### config.mk
export PLATFORM = sky130hd
export DESIGN_NAME = irqc_top
export DESIGN_NICKNAME = d
export VERILOG_FILES = /design/src/rtl/irqc_pkg.sv /design/src/rtl/irqc_sync.sv /design/src/rtl/irqc_regs.sv /design/src/rtl/irqc_status.sv /design/src/rtl/irqc_rdata.sv /design/src/rtl/irqc_top.sv
export SDC_FILE = /design/constraint.sdc
export NUM_CORES = 1
export LEC_CHECK = 0
export BUFFER_PORTS_ARGS = -buffer_cell sky130_fd_sc_hd__buf_2
export CORE_MARGIN = 5
export CORE_UTILIZATION = 50
export CTS_CLUSTER_SIZE = 24
export DETAILED_ROUTE_END_ITERATION = 10
export PLACE_DENSITY_LB_ADDON = 0.12
export SYNTH_ARGS = -nofsm -noshare
export SYNTH_HDL_FRONTEND = slang
export SYNTH_SLANG_ARGS = --single-unit
export TNS_END_PERCENT = 10
### constraint.sdc
create_clock -name clk_i -period 1.8 [get_ports clk_i]
set_input_delay 0.27 -clock clk_i [delete_from_list [all_inputs] [get_ports clk_i]]
set_output_delay 0.27 -clock clk_i [all_outputs]
set_load 0.005 [all_outputs]
### src/rtl/irqc_pkg.sv
package irqc_pkg;
  localparam int unsigned WORD_W = 32;

  // word index = byte offset >> 2
  typedef enum logic [2:0] {
    SEL_NONE,
    SEL_EN_LO,
    SEL_EN_HI,
    SEL_MK_LO,
    SEL_MK_HI,
    SEL_ST_LO,
    SEL_ST_HI
  } reg_sel_e;

  function automatic reg_sel_e decode_word(input logic [5:0] widx);
    case (widx)
      6'd0:    decode_word = SEL_EN_LO;
      6'd1:    decode_word = SEL_EN_HI;
      6'd2:    decode_word = SEL_MK_LO;
      6'd3:    decode_word = SEL_MK_HI;
      6'd12:   decode_word = SEL_ST_LO;
      6'd13:   decode_word = SEL_ST_HI;
      default: decode_word = SEL_NONE;
    endcase
  endfunction
endpackage

### src/rtl/irqc_sync.sv
module irqc_sync #(
  parameter int unsigned WIDTH  = 8,
  parameter int unsigned STAGES = 2
) (
  input  logic             clk_i,
  input  logic             rst_ni,
  input  logic [WIDTH-1:0] d_i,
  output logic [WIDTH-1:0] q_o
);
  for (genvar b = 0; b < WIDTH; b++) begin : g_bit
    logic [STAGES-1:0] chain_q;
    always_ff @(posedge clk_i or negedge rst_ni) begin
      if (!rst_ni) chain_q <= '0;
      else         chain_q <= {chain_q[STAGES-2:0], d_i[b]};
    end
    assign q_o[b] = chain_q[STAGES-1];
  end
endmodule

### src/rtl/irqc_regs.sv
module irqc_regs
  import irqc_pkg::*;
#(
  parameter int unsigned NUM_SRC = 40,
  parameter int unsigned ADDR_W  = 8
) (
  input  logic               clk_i,
  input  logic               rst_ni,
  input  logic               psel_i,
  input  logic               penable_i,
  input  logic               pwrite_i,
  input  logic [ADDR_W-1:0]  paddr_i,
  input  logic [WORD_W-1:0]  pwdata_i,
  output reg_sel_e           sel_o,
  output logic [NUM_SRC-1:0] en_o,
  output logic [NUM_SRC-1:0] mask_o
);
  logic [5:0] widx;
  logic       wr_acc;
  logic       wr_en_lo, wr_en_hi, wr_mk_lo, wr_mk_hi;
  logic [NUM_SRC-1:0] en_q, mask_q;

  // upper address bits beyond the decoded window force a miss
  always_comb begin
    widx = '0;
    for (int i = 0; i < 6; i++) begin
      if (i + 2 < ADDR_W) widx[i] = paddr_i[i+2];
    end
    sel_o = decode_word(widx);
    for (int i = 8; i < ADDR_W; i++) begin
      if (paddr_i[i]) sel_o = SEL_NONE;
    end
  end

  assign wr_acc   = psel_i & penable_i & pwrite_i;
  assign wr_en_lo = wr_acc & (sel_o == SEL_EN_LO);
  assign wr_en_hi = wr_acc & (sel_o == SEL_EN_HI);
  assign wr_mk_lo = wr_acc & (sel_o == SEL_MK_LO);
  assign wr_mk_hi = wr_acc & (sel_o == SEL_MK_HI);

  for (genvar n = 0; n < NUM_SRC; n++) begin : g_src
    localparam bit HI = (n >= WORD_W);
    logic wr_en, wr_mk;
    if (HI) begin : g_hi
      assign wr_en = wr_en_hi;
      assign wr_mk = wr_mk_hi;
    end else begin : g_lo
      assign wr_en = wr_en_lo;
      assign wr_mk = wr_mk_lo;
    end
    always_ff @(posedge clk_i or negedge rst_ni) begin
      if (!rst_ni) begin
        en_q[n]   <= 1'b0;
        mask_q[n] <= 1'b0;
      end else begin
        if (wr_en) en_q[n]   <= pwdata_i[n % WORD_W];
        if (wr_mk) mask_q[n] <= pwdata_i[n % WORD_W];
      end
    end
  end

  assign en_o   = en_q;
  assign mask_o = mask_q;
endmodule

### src/rtl/irqc_status.sv
module irqc_status #(
  parameter int unsigned NUM_SRC = 40
) (
  input  logic [NUM_SRC-1:0] src_sync_i,
  input  logic [NUM_SRC-1:0] en_i,
  input  logic [NUM_SRC-1:0] mask_i,
  output logic [NUM_SRC-1:0] status_o,
  output logic               irq_o
);
  for (genvar n = 0; n < NUM_SRC; n++) begin : g_gate
    assign status_o[n] = src_sync_i[n] & en_i[n] & ~mask_i[n];
  end
  assign irq_o = |status_o;
endmodule

### src/rtl/irqc_rdata.sv
module irqc_rdata
  import irqc_pkg::*;
#(
  parameter int unsigned NUM_SRC = 40
) (
  input  logic               psel_i,
  input  reg_sel_e           sel_i,
  input  logic [NUM_SRC-1:0] en_i,
  input  logic [NUM_SRC-1:0] mask_i,
  input  logic [NUM_SRC-1:0] status_i,
  output logic [WORD_W-1:0]  rdata_o
);
  localparam int unsigned FULL_W = 2 * WORD_W;

  logic [FULL_W-1:0] en_w, mask_w, st_w;

  always_comb begin
    en_w   = '0;
    mask_w = '0;
    st_w   = '0;
    en_w[NUM_SRC-1:0]   = en_i;
    mask_w[NUM_SRC-1:0] = mask_i;
    st_w[NUM_SRC-1:0]   = status_i;
  end

  always_comb begin
    rdata_o = '0;
    if (psel_i) begin
      unique case (sel_i)
        SEL_EN_LO: rdata_o = en_w[WORD_W-1:0];
        SEL_EN_HI: rdata_o = en_w[FULL_W-1:WORD_W];
        SEL_MK_LO: rdata_o = mask_w[WORD_W-1:0];
        SEL_MK_HI: rdata_o = mask_w[FULL_W-1:WORD_W];
        SEL_ST_LO: rdata_o = st_w[WORD_W-1:0];
        SEL_ST_HI: rdata_o = st_w[FULL_W-1:WORD_W];
        default:   rdata_o = '0;
      endcase
    end
  end
endmodule

### src/rtl/irqc_top.sv
module irqc_top
  import irqc_pkg::*;
#(
  parameter int unsigned NUM_SRC = 40,
  parameter int unsigned ADDR_W  = 8
) (
  input  logic               clk_i,
  input  logic               rst_ni,
  input  logic               psel_i,
  input  logic               penable_i,
  input  logic               pwrite_i,
  input  logic [ADDR_W-1:0]  paddr_i,
  input  logic [31:0]        pwdata_i,
  output logic [31:0]        prdata_o,
  output logic               pready_o,
  output logic               pslverr_o,
  input  logic [NUM_SRC-1:0] src_i,
  output logic               irq_o
);
  localparam int unsigned SYNC_STAGES = 2;

  reg_sel_e           sel;
  logic [NUM_SRC-1:0] src_sync;
  logic [NUM_SRC-1:0] en_q;
  logic [NUM_SRC-1:0] mask_q;
  logic [NUM_SRC-1:0] status;

  irqc_sync #(.WIDTH(NUM_SRC), .STAGES(SYNC_STAGES)) u_sync (
    .clk_i  (clk_i),
    .rst_ni (rst_ni),
    .d_i    (src_i),
    .q_o    (src_sync)
  );

  irqc_regs #(.NUM_SRC(NUM_SRC), .ADDR_W(ADDR_W)) u_regs (
    .clk_i     (clk_i),
    .rst_ni    (rst_ni),
    .psel_i    (psel_i),
    .penable_i (penable_i),
    .pwrite_i  (pwrite_i),
    .paddr_i   (paddr_i),
    .pwdata_i  (pwdata_i),
    .sel_o     (sel),
    .en_o      (en_q),
    .mask_o    (mask_q)
  );

  irqc_status #(.NUM_SRC(NUM_SRC)) u_status (
    .src_sync_i (src_sync),
    .en_i       (en_q),
    .mask_i     (mask_q),
    .status_o   (status),
    .irq_o      (irq_o)
  );

  irqc_rdata #(.NUM_SRC(NUM_SRC)) u_rdata (
    .psel_i   (psel_i),
    .sel_i    (sel),
    .en_i     (en_q),
    .mask_i   (mask_q),
    .status_i (status),
    .rdata_o  (prdata_o)
  );

  assign pready_o  = 1'b1;
  assign pslverr_o = 1'b0;
endmodule

-- Yosys cells after proc, flatten, opt, wreduce, memory -nomap -nowiden
Cells that the tools add are included.
- register bits after elaboration: 160
- bits of input ports: 85
- output and inout bits: 35
- word-level logic and storage cells: 262
- bitwise operators: 126
- mux-type cells: 3
- reduce and logical (&&, ||, !) cells: 2
- equality and inequality tests: 11
- operators with widths (kind ; number):
    32-bit case mux with 6 select lines ; 1
    1-bit bitwise AND ; 86
    1-bit inverter ; 40
    40-bit OR reduction ; 1
    32-bit 2-to-1 mux ; 1
    3-bit case mux with 6 select lines ; 1
    6-bit by 2-bit == test with 1-bit output, second input constant ; 2
    6-bit by 4-bit == test with 1-bit output, second input constant ; 2
    3-bit == test, second input constant ; 3
    3-bit by 2-bit == test with 1-bit output, second input constant ; 2
    6-bit by 1-bit == test with 1-bit output, second input constant ; 1
    6-bit logical NOT ; 1
    3-bit by 1-bit == test with 1-bit output, second input constant ; 1

-- Logic depth before layout (Yosys ltp)
- depth in word-level cells: 5
- gate-level depth with buffers: 7
- depth with buffers taken out: 4

-- By module
Synthesis repeated with hierarchy kept, for this count alone.
- cell total of the unflattened synthesis: 577
- area total of the unflattened synthesis: 7161.9 um^2
- by module, submodules not included (module ; sequential area each (um^2) ; times used ; cells an instance ; area each (um^2)):
    irqc_regs ; 2001.9 ; 1 ; 186 ; 3109.2
    irqc_sync ; 2001.9 ; 1 ; 120 ; 2302.2
    irqc_rdata ; 0.0 ; 1 ; 174 ; 1222.4
    irqc_status ; 0.0 ; 1 ; 93 ; 505.5
    irqc_top ; 0.0 ; 1 ; 4 ; 22.5

-- Least setup slack after synthesis
OpenSTA, ideal clock, no wires.
- path kind: input to register
- start point: input paddr_i[5]
- end point: register u_regs.mask_q[10], in the netlist u_regs.mask_o[10]
- stages: 6
- required time: 1.673 ns
- arrival: 1.900 ns
- setup slack: -0.228 ns
- library setup time: 0.127 ns
- cell sequence: or4_4 -> nor3b_4 -> and2_1 -> buf_2 -> buf_6 -> mux2_1
- cells in the longest elaborated chain, start to end: 4
- ends and longest elaborated chain (what ; RTL line ; source):
    from (decl) ; irqc_top.sv:12 ; input logic [ADDR_W-1:0] paddr_i,
    6-bit by 4-bit == test with 1-bit output (tied with other cells) ; irqc_pkg.sv:16 ; case (widx)
    3-bit case mux with 6 select lines (*) ; irqc_pkg.sv:16 ;
    3-bit by 2-bit == test with 1-bit output (*) ; irqc_regs.sv:38 ; assign wr_mk_lo = wr_acc & (sel_o == SEL_MK_LO);
    1-bit bitwise AND (*) ; irqc_regs.sv:38 ;
    to (signal, indexed assignment) ; irqc_regs.sv:57 ; if (wr_mk) mask_q[n] <= pwdata_i[n % WORD_W];
    to (decl) ; irqc_regs.sv:21 ; logic [NUM_SRC-1:0] en_q, mask_q;
Every way passes the cells marked *; elsewhere a longest branch is shown, timed or not.
A chain may end at the register's enable or synchronous reset.

-- Final worst setup path
- start point: register u_sync.g_bit[8].chain_q[1]
- end point: output irq_o
- cells in the longest elaborated chain, start to end: 3
- ends and longest elaborated chain (what ; RTL line ; source):
    from (decl) ; irqc_sync.sv:11 ; logic [STAGES-1:0] chain_q;
    from (signal assigned) ; irqc_sync.sv:14 ; else chain_q <= {chain_q[STAGES-2:0], d_i[b]};
    1-bit bitwise AND (2 in a row) ; irqc_status.sv:11 ; assign status_o[n] = src_sync_i[n] & en_i[n] & ~mask_i[n];
    40-bit OR reduction ; irqc_status.sv:13 ; assign irq_o = |status_o;
    to (decl) ; irqc_top.sv:18 ; output logic irq_o
No other way between the ends.

==> metrics.log <==
[metrics] largest vdd supply drop: 0.853 mV
[metrics] most frequently used cell type in the post-synthesis netlist: dfrtp_1
[metrics] share of synthesized registers carrying an async set or reset: 1.00
[metrics] synthesis warning total: 0
[metrics] Layout Nets: 743
[metrics] remaining antenna violation count after routing: 0
[metrics] reg-to-reg critical path startpoint: u_regs.mask_o[20]$_DFFE_PN0P_
[metrics] FILL cells: 945
[metrics] cell occurring most often along the worst timing path: nand4_1
[metrics] most area-consuming cells after synthesis: dfrtp_1, mux2_2, mux2_1
[metrics] status: finished with violations
[metrics] number of instances in the synthesized netlist: 465
[metrics] worst path cell trace: nand3b_1, nand4_1, nor4_4, buf_4, nand4_1, buf_2
[metrics] Final setup viols: 33
[metrics] summed area of non-filler cells in the final layout: 0.00863 sq mm
[metrics] DIE AREA: 0.0151 sq mm
[metrics] total DRC errors in the routed layout: 0
[metrics] floorplan core area: 0.0125 sq mm
[metrics] level count of the clock H-tree: 4
[metrics] cell type contributing the most total cell area after synthesis: dfrtp_1
[metrics] first element of the critical path: u_sync.g_bit[8].chain_q[1]$_DFF_PN0_
[metrics] distinct cell type count after synthesis: 33
[metrics] total via count after detailed routing: 4608
[metrics] Mean Syn Cell Area: 13.7 sq um
[metrics] Port Buffer Count: 115
[metrics] 1st-pass router iterations: 4
[metrics] Seq/Total Area, Yosys: 0.630
[metrics] clock latency of the later-clocked register in the worst-skew pair: 430 ps
[metrics] startpoint types: register
[metrics] critical path class: register to primary output
[metrics] chip width: 123 um
[metrics] minimum clock period: 2180 ps
[metrics] Final Hold Violating Endpoints: 0
[metrics] combined area of all synthesized cells: 0.00636 sq mm
[metrics] clock slew seen by the registers of the worst setup and hold paths: 60 ps
[metrics] post-placement cell area: 0.00747 sq mm
[metrics] count of state elements after synthesis: 160
[metrics] RSZ-0062 raised after global routing: true
[metrics] TritonCTS clock tree: yes
[metrics] count of buffer and inverter cells on the critical path: 2
[metrics] wire length of the first global-routing pass: 25200 um
[metrics] proportion of netlist area held by the largest area contributor: 0.630
[metrics] IO Count: 120
[metrics] total wire length: 15600 um
[metrics] syn_nets: 550
[metrics] Post-synth EDFFs: 0
[metrics] leakage power total: 0.00403 uW
[metrics] number of buffers created by CTS: 17
[metrics] critical path required time: 1530 ps
[metrics] pin count of the biggest net entering global routing: 50
[metrics] top cells by count, synth: dfrtp_1, mux2_2, nand3b_1
[metrics] initial antenna violation count: 0
[metrics] origin of the worst min-delay path: pwdata_i[9]
[metrics] clk sink count: 160
[metrics] family of cells with the greatest summed delay on the critical path: simple AND/OR/NAND/NOR gates
[metrics] ratio of cells with drive above 1 in the final layout: 0.392
[metrics] diode count: 0
[metrics] first-iteration detailed-routing DRC count: 256
[metrics] Die Height: 123 um
[metrics] failing checks: setup timing
[metrics] final count of pins violating max slew: 0
[metrics] maximum cell stage delay along the critical path: 390 ps
[metrics] gr ovfl total: 0
[metrics] post-layout worst setup margin: -382 ps
[metrics] max capacitance violation total: 0
[metrics] vias in the first global route: 4863
[metrics] num rows: 41
[metrics] main flop type after synthesis: dfrtp_1
[metrics] CP max-delay cell: dfrtp_1
[metrics] Power, Total: 8180 uW
[metrics] pwr dens: 948 mW/mm^2
[metrics] starting density of the core: 0.508
[metrics] maximum clock path buffer count: 2
[metrics] type of element capturing the critical path: primary output
[metrics] highest attainable clock frequency: 458 MHz
[metrics] post-synthesis to final-layout area growth: 35.7%
[metrics] post-detailed-route via-to-cell ratio: 5.47
[metrics] final worst clock skew: 6.03 ps
[metrics] CP Max Fanout: 2
[metrics] HPWL after detailed placement: 10700 um
[metrics] Worst slew margin: 0.670
[metrics] share of the cycle needed by the critical path after routing: 1.21
[metrics] kind of path behind the tightest hold check: input pin to register
[metrics] total global-route track usage: 0.223
[metrics] Finished Core Util: 0.689
[metrics] routability congestion estimate from global placement: 0.902
[metrics] data arrival time of the critical path: 1910 ps
[metrics] average routed wire per standard cell: 18.5 um
[metrics] transition time at the pin with the least slew margin: 489 ps
[metrics] CTS Root Cell: clkbuf_16
logic make-up after synthesis:
logic type	synth area share
AOI/OAI and AO/OA	0.0695
buffers and inverters	0.0240
DFF	0.630
muxes	0.157
other	0.00118
and+or+nand+nor	0.118
worst register-to-register path, stage by stage, from the launching register on:
cell and delay [ps]:
dfrtp_1 380, buf_4 140, mux2_1 270
layout make-up:
class                           instances  area, sq um  share of cell area
Clock buffer                           21          480              0.0557
Timing Repair Buffer                  202         1520               0.176
Clock inverter                         11          150              0.0174
Multi-Input combinational cell        277         2260               0.262
Tap cell                              172          215              0.0249
Sequential cell                       160         4000               0.464
cell usage in the layout, fill, tap and decap left out, types with 3 or more instances in the layout:
cell type      synthesis  layout
bufinv_16              0       3
a22oi_1               18      17
mux2_1                31      31
nand4_1                7       7
nor3_1                21      21
nor4b_1                3       3
clkbuf_16              0      17
o21ai_0               14      14
a221oi_1              20      18
nand3b_1              33      33
mux2_2                56      56
buf_2                  1     112
clkbuf_8               0       4
nor4_1                 5       3
nand4b_1               5       5
and3b_1                3       3
buf_4                  6      28
buf_12                 0      11
dfrtp_1              160     160
nor2_1                22      22
nand2_1               10      10
dlygate4sd3_1          0      41
clkinvlp_4             0       5
buf_6                  3       9
a21oi_1               11       9
what timing repair did:
action	CTS	global route
endpoints found under the setup margin	33	34
hold endpoints to repair	73	0
hold buffers	41	0
cloned	0	0
resized for setup	13	7
pin swaps	11	7
buffers inserted	2	1
per-layer routing:
layer,part of all wire,wire [um],track usage
met1,0.43,6730,0.291
met2,0.49,7690,0.357
met3,0.057,895,0.0613
met4,0.018,286,0.0861
met5,0,0,0
sequential cells by signal (all words and copies together) (netlist names):
name and flops:
u_sync.g_bit.chain_q 80, u_regs.mask_o 40, u_regs.en_o 40
metrics by stage:
stage          std cells  hold WS, ps  setup TNS, ps  worst slack [ps]
6_report             843         74.2          -8990              -382
5_1_grt              843         61.5         -11320              -508
4_1_cts              842         53.0          -9630              -424
3_5_place_dp         767          199         -33530              -379
3_3_place_gp         767          192         -31740              -364
2_1_floorplan        465        -25.6         -15360              -175
report_power, final:
part           internal [uW]  switching (uW)
clock network           2330            1420
registers               3770            96.2
logic                    299             262
final timing paths:
check,cells past startpoint,slack (ps),to
hold / removal,2,70,u_regs.mask_o[9]$_DFFE_PN0P_
min in group asynchronous,2,310,u_sync.g_bit[3].chain_q[0]$_DFF_PN0_
setup reg to reg,2,900,u_regs.mask_o[20]$_DFFE_PN0P_
hold reg to reg,0,350,u_sync.g_bit[3].chain_q[1]$_DFF_PN0_
max in group asynchronous,3,910,u_sync.g_bit[25].chain_q[0]$_DFF_PN0_
setup / recovery,6,-380,irq_o
(Power assumes the default switching activity.)
